[src/rtl/byte_alu_pkg.sv]
package byte_alu_pkg;
  localparam int DW = 8;
  localparam int FW = 8;
  localparam int NW = 4;  // nibble width for half carry

  localparam int F_C = 0;
  localparam int F_V = 1;
  localparam int F_Z = 2;
  localparam int F_N = 3;
  localparam int F_I = 4;
  localparam int F_H = 5;

  localparam logic [FW-1:0] FLAGS_RST = 8'hD0;

  typedef enum logic [3:0] {
    OP_ADD = 4'd0, OP_ADC = 4'd1, OP_SUB = 4'd2, OP_CMP = 4'd3,
    OP_AND = 4'd4, OP_OR  = 4'd5, OP_XOR = 4'd6, OP_BIT = 4'd7,
    OP_COM = 4'd8, OP_INC = 4'd9, OP_DEC = 4'd10, OP_LSR = 4'd11,
    OP_ASL = 4'd12, OP_ASR = 4'd13, OP_ROL = 4'd14, OP_ROR = 4'd15
  } alu_op_e;

  typedef struct packed {
    logic [DW-1:0] res;
    logic          c;
    logic          v;
    logic          h;
    logic          upd_c;
    logic          upd_v;
    logic          upd_h;
  } unit_out_t;
endpackage

[src/rtl/byte_alu_arith.sv]
module byte_alu_arith
  import byte_alu_pkg::*;
(
  input  alu_op_e       op_i,
  input  logic [DW-1:0] a_i,
  input  logic [DW-1:0] b_i,
  input  logic          cin_i,
  output unit_out_t     out_o
);
  logic [DW-1:0] opnd;
  logic          ci;
  logic [DW:0]   sum;
  logic [NW:0]   nib;
  logic          is_sub;

  always_comb begin
    opnd   = b_i;
    ci     = 1'b0;
    is_sub = 1'b0;
    case (op_i)
      OP_ADC:         ci = cin_i;
      OP_SUB, OP_CMP: begin opnd = ~b_i; ci = 1'b1; is_sub = 1'b1; end
      OP_INC:         begin opnd = '0; ci = 1'b1; end
      OP_DEC:         opnd = '1;
      default:        ;
    endcase
  end

  assign sum = {1'b0, a_i} + {1'b0, opnd} + {{DW{1'b0}}, ci};
  assign nib = {1'b0, a_i[NW-1:0]} + {1'b0, opnd[NW-1:0]} + {{NW{1'b0}}, ci};

  always_comb begin
    out_o.res   = sum[DW-1:0];
    // signed overflow: like-signed inputs give an unlike-signed result
    out_o.v     = (a_i[DW-1] == opnd[DW-1]) && (sum[DW-1] != a_i[DW-1]);
    out_o.c     = is_sub ? ~sum[DW] : sum[DW];
    out_o.h     = nib[NW];
    out_o.upd_v = 1'b1;
    out_o.upd_c = (op_i != OP_INC) && (op_i != OP_DEC);
    out_o.upd_h = (op_i == OP_ADD) || (op_i == OP_ADC);
  end
endmodule

[src/rtl/byte_alu_logic.sv]
module byte_alu_logic
  import byte_alu_pkg::*;
(
  input  alu_op_e       op_i,
  input  logic [DW-1:0] a_i,
  input  logic [DW-1:0] b_i,
  output unit_out_t     out_o
);
  always_comb begin
    case (op_i)
      OP_OR:   out_o.res = a_i | b_i;
      OP_XOR:  out_o.res = a_i ^ b_i;
      OP_COM:  out_o.res = ~a_i;
      default: out_o.res = a_i & b_i;
    endcase
    out_o.c     = 1'b1;
    out_o.v     = 1'b0;
    out_o.h     = 1'b0;
    out_o.upd_c = (op_i == OP_COM);
    out_o.upd_v = 1'b1;
    out_o.upd_h = 1'b0;
  end
endmodule

[src/rtl/byte_alu_shift.sv]
module byte_alu_shift
  import byte_alu_pkg::*;
(
  input  alu_op_e       op_i,
  input  logic [DW-1:0] a_i,
  input  logic          cin_i,
  output unit_out_t     out_o
);
  logic          fill;
  logic          left;
  logic [DW-1:0] res;
  logic          c;

  always_comb begin
    left = (op_i == OP_ASL) || (op_i == OP_ROL);
    case (op_i)
      OP_ASR:         fill = a_i[DW-1];
      OP_ROL, OP_ROR: fill = cin_i;
      default:        fill = 1'b0;
    endcase
    if (left) begin
      res = {a_i[DW-2:0], fill};
      c   = a_i[DW-1];
    end else begin
      res = {fill, a_i[DW-1:1]};
      c   = a_i[0];
    end
    out_o.res   = res;
    out_o.c     = c;
    out_o.v     = res[DW-1] ^ c;
    out_o.h     = 1'b0;
    out_o.upd_c = 1'b1;
    out_o.upd_v = 1'b1;
    out_o.upd_h = 1'b0;
  end
endmodule

[src/rtl/byte_alu_cc.sv]
module byte_alu_cc
  import byte_alu_pkg::*;
(
  input  logic          clk_i,
  input  logic          rst_ni,
  input  logic          valid_i,
  input  logic [3:0]    op_i,
  input  logic [DW-1:0] a_i,
  input  logic [DW-1:0] b_i,
  input  logic          mask_set_i,
  input  logic          mask_clr_i,
  output logic [DW-1:0] result_o,
  output logic          wr_en_o,
  output logic [FW-1:0] flags_o
);
  alu_op_e       op;
  unit_out_t     ar_out, lg_out, sh_out, sel;
  logic [FW-1:0] flags_q, flags_d;

  assign op = alu_op_e'(op_i);

  byte_alu_arith u_arith (.op_i(op), .a_i(a_i), .b_i(b_i), .cin_i(flags_q[F_C]), .out_o(ar_out));
  byte_alu_logic u_logic (.op_i(op), .a_i(a_i), .b_i(b_i), .out_o(lg_out));
  byte_alu_shift u_shift (.op_i(op), .a_i(a_i), .cin_i(flags_q[F_C]), .out_o(sh_out));

  always_comb begin
    case (op)
      OP_AND, OP_OR, OP_XOR, OP_BIT, OP_COM:         sel = lg_out;
      OP_LSR, OP_ASL, OP_ASR, OP_ROL, OP_ROR:        sel = sh_out;
      default:                                       sel = ar_out;
    endcase
  end

  assign result_o = sel.res;
  assign wr_en_o  = valid_i && (op != OP_CMP) && (op != OP_BIT);

  always_comb begin
    flags_d = flags_q;
    if (valid_i) begin
      if (sel.upd_c) flags_d[F_C] = sel.c;
      if (sel.upd_v) flags_d[F_V] = sel.v;
      if (sel.upd_h) flags_d[F_H] = sel.h;
      flags_d[F_Z] = (sel.res == '0);
      flags_d[F_N] = sel.res[DW-1];
    end
    if (mask_set_i)      flags_d[F_I] = 1'b1;
    else if (mask_clr_i) flags_d[F_I] = 1'b0;
    flags_d[FW-1:F_H+1] = '1;
  end

  always_ff @(posedge clk_i or negedge rst_ni) begin
    if (!rst_ni) flags_q <= FLAGS_RST;
    else         flags_q <= flags_d;
  end

  assign flags_o = flags_q;

  a_r10_hold_idle: assert property (@(posedge clk_i) disable iff (!rst_ni)
    !valid_i && !mask_set_i && !mask_clr_i |=> $stable(flags_o));
  a_r11_mask_set: assert property (@(posedge clk_i) disable iff (!rst_ni)
    mask_set_i |=> flags_o[F_I]);
  a_r11_mask_clr: assert property (@(posedge clk_i) disable iff (!rst_ni)
    mask_clr_i && !mask_set_i |=> !flags_o[F_I]);
  a_r9_no_write_test: assert property (@(posedge clk_i) disable iff (!rst_ni)
    (op_i == OP_CMP || op_i == OP_BIT) |-> !wr_en_o);
  a_r7_keep_carry: assert property (@(posedge clk_i) disable iff (!rst_ni)
    valid_i && (op_i == OP_INC || op_i == OP_DEC) |=> flags_o[F_C] == $past(flags_o[F_C]));
  a_r5_clear_v: assert property (@(posedge clk_i) disable iff (!rst_ni)
    valid_i && op_i >= OP_AND && op_i <= OP_COM |=> !flags_o[F_V]);
  a_r10_zero_flag: assert property (@(posedge clk_i) disable iff (!rst_ni)
    valid_i |=> flags_o[F_Z] == ($past(result_o) == '0));
  a_r8_shift_v: assert property (@(posedge clk_i) disable iff (!rst_ni)
    valid_i && op_i >= OP_LSR |=> flags_o[F_V] == (flags_o[F_N] ^ flags_o[F_C]));
  a_r12_fixed_high: assert property (@(posedge clk_i) disable iff (!rst_ni)
    valid_i |=> flags_o[FW-1:FW-2] == 2'b11);
endmodule

[config.mk]
export PLATFORM = sky130hd
export DESIGN_NAME = byte_alu_cc
export DESIGN_NICKNAME = d
export VERILOG_FILES = /design/src/rtl/byte_alu_pkg.sv /design/src/rtl/byte_alu_arith.sv /design/src/rtl/byte_alu_logic.sv /design/src/rtl/byte_alu_shift.sv /design/src/rtl/byte_alu_cc.sv
export SDC_FILE = /design/constraint.sdc
export NUM_CORES = 1
export LEC_CHECK = 0
export ABC_AREA = 0
export BUFFER_PORTS_ARGS = -buffer_cell sky130_fd_sc_hd__buf_2
export CORE_MARGIN = 2
export CORE_UTILIZATION = 60
export DETAILED_ROUTE_END_ITERATION = 8
export PLACE_DENSITY = 0.83
export RECOVER_POWER = 100
export SLEW_MARGIN = 5
export SYNTH_ARGS = -nofsm -noshare
export SYNTH_HDL_FRONTEND = slang
export SYNTH_SLANG_ARGS = --single-unit
[constraint.sdc]
create_clock -name clk_i -period 10.15 [get_ports clk_i]
set_clock_uncertainty 0.15 [all_clocks]
set_input_delay 0.5075 -clock clk_i [delete_from_list [all_inputs] [get_ports clk_i]]
set_output_delay 0.5075 -clock clk_i [all_outputs]
set_load 0.02 [all_outputs]
==> results of run 1 <==
==> what timing repair did <==
item,CTS,global route
hold endpoints to repair,5,0
buffers inserted,0,0
hold buffers,1,0
==> through the flow <==
step                hold slack, ps  utilization, %  instances  power (W)  setup WS [ps]
CTS                            296            66.5        325   0.000173           5910
finish                         313            65.6        325   0.000171           5370
floorplan                     61.9               -        266   0.000124           6010
global placement               184            65.3        320   0.000145           6080
detailed placement             189            65.3        320   0.000147           5920
global route                   321            65.6        325   0.000186           5070
==> layout make-up <==
cell class,instances,area (um2),area share (%)
multi-input combinational,211,1510,75.4
timing repair buffer,40,185,9.25
sequential,6,151,7.56
inverter,20,75.1,3.75
tap,44,55.1,2.75
clock buffer,4,26.3,1.31
==> worst max path at each step <==
stage / to / slack (ps)
2_1_floorplan: result_o[6] / 6010
3_3_place_gp: result_o[6] / 6080
3_5_place_dp: result_o[6] / 5920
4_1_cts: result_o[6] / 5910
5_1_grt: result_o[6] / 5070
6_report: result_o[6] / 5370
==> per-layer routing <==
layer  track usage (%)  wire length [um]
met1              42.9              2190
met2              46.6              2350
met3              5.12               494
met4              9.32               182
met5                 0                 0
==> cell families after synthesis <==
family | after synthesis
AO/OA/AOI/OAI | 98
XOR/XNOR | 8
adder cells (fa/ha/maj) | 25
buffers and inverters | 49
flip-flops | 6
multiplexers | 5
other | 1
AND/OR/NAND/NOR | 73
==> cells in the final DEF, fill, tap and decap left out, types with 4 or more instances in the layout <==
| master | n |
|---|---|
| a211oi_1 | 8 |
| a21o_1 | 4 |
| a21oi_1 | 23 |
| a221o_1 | 4 |
| a22o_1 | 4 |
| a22oi_1 | 5 |
| buf_2 | 23 |
| clkbuf_1 | 17 |
| dfrtp_1 | 5 |
| ha_1 | 23 |
| inv_1 | 20 |
| mux2_2 | 4 |
| nand2_1 | 19 |
| nand3_1 | 4 |
| nand3b_1 | 5 |
| nor2_1 | 17 |
| nor2b_1 | 7 |
| nor3b_1 | 4 |
| o21a_1 | 4 |
| o21ai_0 | 25 |
| o2bb2ai_1 | 4 |
| xnor2_1 | 7 |
==> report_power, final <==
| group | internal [W] | leakage [nW] | switching (W) | total, W |
|---|---|---|---|---|
| Sequential | 0.0000278 | 0.0717 | 0.00000268 | 0.0000305 |
| Combinational | 0.0000433 | 0.806 | 0.0000733 | 0.000117 |
| Clock | 0.0000149 | 0.0150 | 0.00000939 | 0.0000243 |
| Total | 0.0000860 | 0.892 | 0.0000853 | 0.000171 |
==> run metrics, run 1 <==
Crit Path Max Fanout 34; crit-path leading delay family buffers and inverters; FF-to-FF path depth 10; CP max stage delay slightly below 1000 ps; initial antenna violation count 0; post-synthesis simple-gate area fraction 21.0%; Die H between 60 and 70 um; area share of the largest cell type after synthesis 15.1%; DRT antenna net count 0; WHS Path Cells 2; status finished, final reports clean; VDD IR max about 0.042 mV; vias in the first global route 1761; vias post-DR around 2.0k; CTS tree done; die footprint between 3000 and 4000 um2; Syn Area/Cell slightly above 7 um2; final number of setup-violating endpoints 0; Clock transition at path regs about 40 ps; worst slew pin tran roughly 1400 ps; I/O pin count 42; FMAX 209 MHz; Leak ~0.9 nW; std cell rows 20; Critical Path Source op_i[0]; power density over the cells 85.6 nW/um2; WL per Instance around 16 um; CTS H-tree lvls 1; Synth Flop Type dfrtp_1; DR DRC count 0; class of the tightest hold or removal check in -> reg; initial core utilization 62.6%; Layout Nets 332; Arrival @ worst endpoint ~4000 ps; Critical Path End Type output port; Antenna diodes 0; multiplexer share of the synthesized area under 10%; number of cells on the critical path 11; most frequent cell after synthesis o21ai_0; CP Class in -> out; IO Port Bufs 39; Yosys cell types 53; post-DP HPWL 3900 um; worst path cell trace clkbuf_1 -> nand2_1 -> a21oi_1 -> nor2_1 -> fa_1 -> fa_1 -> nand3_1 -> a21oi_1 -> o211a_1 -> a211oi_1 -> clkbuf_1; Post-synth EDFFs 0; Initial DRT Pass Iterations 5; sequential area share after synthesis 7.92%; synth cell count leaders o21ai_0 (25), a21oi_1 (23), ha_1 (23), inv_1 (20), nand2_1 (19); Crit-path slowest cell clkbuf_1; largest net degree at the start of global routing 35; compound-cell area share of the yosys netlist about a third; vias per inst a little over 6; design area approximately 2000 um2; Post-Syn Instances roughly 270; aggregate global-route resource usage a little under a third; iteration-0 DRC count of the detailed router roughly 170; RSZ-0062 raised after global routing false; grt ovf 0; worst path bufs/invs 2; core area 3050 um2; max-cap violation count 0; Post-Route WL between 5000 and 6000 um; Syn. warnings 0; Startpoint Class input port; dpl cell area around 2000 um2; Synth Area in Adders 17.2%; Largest register FFs 6; crit share post-route 47.1%; Synth Register Bits 6; Slew Limit Fails 0; CTS Buf Count 3; RR Endpoint flags_o[2]; clock sink count 6; largest family of logic cells by synthesized area compound AO/OA/AOI/OAI gates; Final min period 4780 ps; setup TNS 0 ps; share of layout cells above drive strength 1 between 10 and 15%; CTS resizes 0; reg2reg start flags_o[0]; CTS root buffer clkbuf_4; post-synthesis async set-or-reset flop share between 90% and 100%; clk_lat worst skew around 240 ps; mapped cell area approximately 1900 um2; Final Hold Vio Count 0; leading post-synthesis cells by cell area ha_1 (15%), dfrtp_1 (6.5%), o21ai_0 (6.5%); CTS max path bufs 2; Worst EP required ~9500 ps; Hold Path Origin mask_set_i; first-pass GRT wire length roughly 8400 um; Hold Crit Endpoint flags_o[4]; Post-Synth XOR/XNOR Area around 3.7%; Layout area overhead 4.78%; area leader, netlist ha_1; Filler cells ~310; Die Wd 60.4 um; GPL Wtd Cong between 0.9 and 1; worst reg2reg setup slack a little under 7000 ps; Worst slew margin under 10%
No activity file was read; power rests on OpenSTA's default activity.
==> run 2, diff against run 1 <==
- CORE_UTILIZATION: 60 -> 51
- PLACE_DENSITY: 0.83 -> 0.75
- clock period: 10.15 -> 4.1 ns (I/O delays scaled with it)
==> run 2 against run 1 <==
  * Sequential cell count did not move
  * Worst setup slack got worse by 4700 ps
  * Utilization shrank 9.3 points
  * Final cell count is 2.2% higher
==> run metrics, run 2 (synthesized netlist as in run 1, its figures left out) <==
power density over the cells 225 nW/um2; status finished, final reports clean; I/O pin count 42; Slew Limit Fails 0; CTS max path bufs 2; initial antenna violation count 0; Die H between 60 and 70 um; most common cell after layout, fill and taps aside o21ai_0; clk_lat worst skew ~220 ps; vias post-DR roughly 2.0k; CTS tree done; WL per Instance around 16 um; Fin Hold WS 23.8 ps; DRT antenna net count 0; Startpoint Class input port; vias per inst roughly 6; Post-Route WL 5380 um; clock sink count 6; share of layout cells above drive strength 1 ~14%; Worst Setup Slack, final 631 ps; Final Hold Vio Count 0; commonest cells after routing, fill and taps aside o21ai_0 (25), buf_2 (24), a21oi_1 (23), ha_1 (23), inv_1 (20); Filler cells between 300 and 400; Antenna diodes 0; final core occ 56.3%; met2 WL about 2500 um; crit-path leading delay family adder cells; Largest register FFs 6; IO Port Bufs 39; Final min period about 3500 ps; aggregate global-route resource usage roughly a quarter; CTS H-tree lvls 1; vias in the first global route between 1.5k and 2k; CTS root buffer clkbuf_8; worst path bufs/invs 2; die footprint 4250 um2; Leak between 0.9 and 1 nW; Layout area overhead 7.07%; CP Class in -> out; setup TNS 0 ps; pre-CTS setup slack approximately 590 ps; class of the tightest hold or removal check in -> reg; highest routed layer met4; Clock transition at path regs about 30 ps; Routed met3 length roughly 380 um; initial core utilization a little over half; Initial DRT Pass Iterations 4; Worst slew margin 43.7%; grt ovf 0; DR DRC count 0; iteration-0 DRC count of the detailed router roughly 220; core area around 3600 um2; first-pass GRT wire length between 8000 and 9000 um; CTS Buf Count 3; Layout Nets roughly 340; RSZ-0062 raised after global routing false; VDD IR max 0.0949 mV; Crit Path Max Fanout 16; Arrival @ worst endpoint around 3100 ps; GPL Wtd Cong 1.02; std cell rows 22; crit share post-route a little over four fifths; worst slew pin tran around 840 ps; Worst EP required about 3700 ps; Critical Path End Type output port; Crit-path slowest cell clkbuf_1; post-DP HPWL a little over 4000 um; FMAX about 290 MHz; worst path cell trace clkbuf_1 -> nand2_1 -> a21oi_1 -> nor2_1 -> fa_1 -> fa_1 -> nand3_1 -> a21oi_1 -> o211a_1 -> a211oi_1 -> clkbuf_1; CP max stage delay approximately 460 ps; met1 wire length ~2400 um; final number of setup-violating endpoints 0; max-cap violation count 0; Die Wd approximately 65 um; largest net degree at the start of global routing 27
## run 2: area by class of cell
| type | instances | area, um2 | share of cell area (%) |
|---|---|---|---|
| tap | 48 | 60.1 | 2.94 |
| clock buffer | 4 | 45.0 | 2.20 |
| multi-input combinational | 211 | 1510 | 73.8 |
| inverter | 20 | 75.1 | 3.67 |
| timing repair buffer | 43 | 205 | 10.0 |
| sequential | 6 | 151 | 7.40 |
## run 2: worst register-to-register path, cell delays in order, from the launching register on
cell     delay, ps
dfrtp_1        430
o21ai_0        160
mux2_2         160
nor2_1          50
fa_1           440
fa_1           420
xnor2_1        160
nor2_1          50
a221o_1        270
or4_1          480
o41ai_1        310
## run 2: worst paths after layout
kind	startpoint	depth (start not counted)	to	slack, ps
hold reg to reg	flags_o[1]	1	flags_o[1]	340
setup reg to reg	flags_o[0]	10	flags_o[2]	900
hold / removal	mask_set_i	2	flags_o[4]	20
setup / recovery	op_i[0]	11	result_o[6]	630
max in group asynchronous	rst_ni	2	flags_o[4]	3250
min in group asynchronous	rst_ni	2	flags_o[3]	250
## run 2: per-stage QoR
step,power (W),instance area (um2),std cells
after floorplan,0.000307,1910,266
after global placement,0.000366,2020,327
after detailed placement,0.000369,2020,327
after CTS,0.000467,2080,332
after global routing,0.000498,2050,332
final,0.000461,2050,332
## run 2: per-layer routing
layer	track usage, %	up-vias
met3	2.91	12
li1	-	987
met5	0	-
met4	8.33	0
met2	41.8	75
met1	36.4	951
## run 2: report_power, final
group | internal, W | switching (W)
registers | 0.0000690 | 0.00000705
clock network | 0.0000671 | 0.0000285
logic | 0.000108 | 0.000181
total | 0.000244 | 0.000216
## run 2: repair_timing
action	in CTS	in global routing
gates resized for setup	0	0
setup buffers	0	0
hold buffers	1	0
endpoints found under the hold margin	6	0
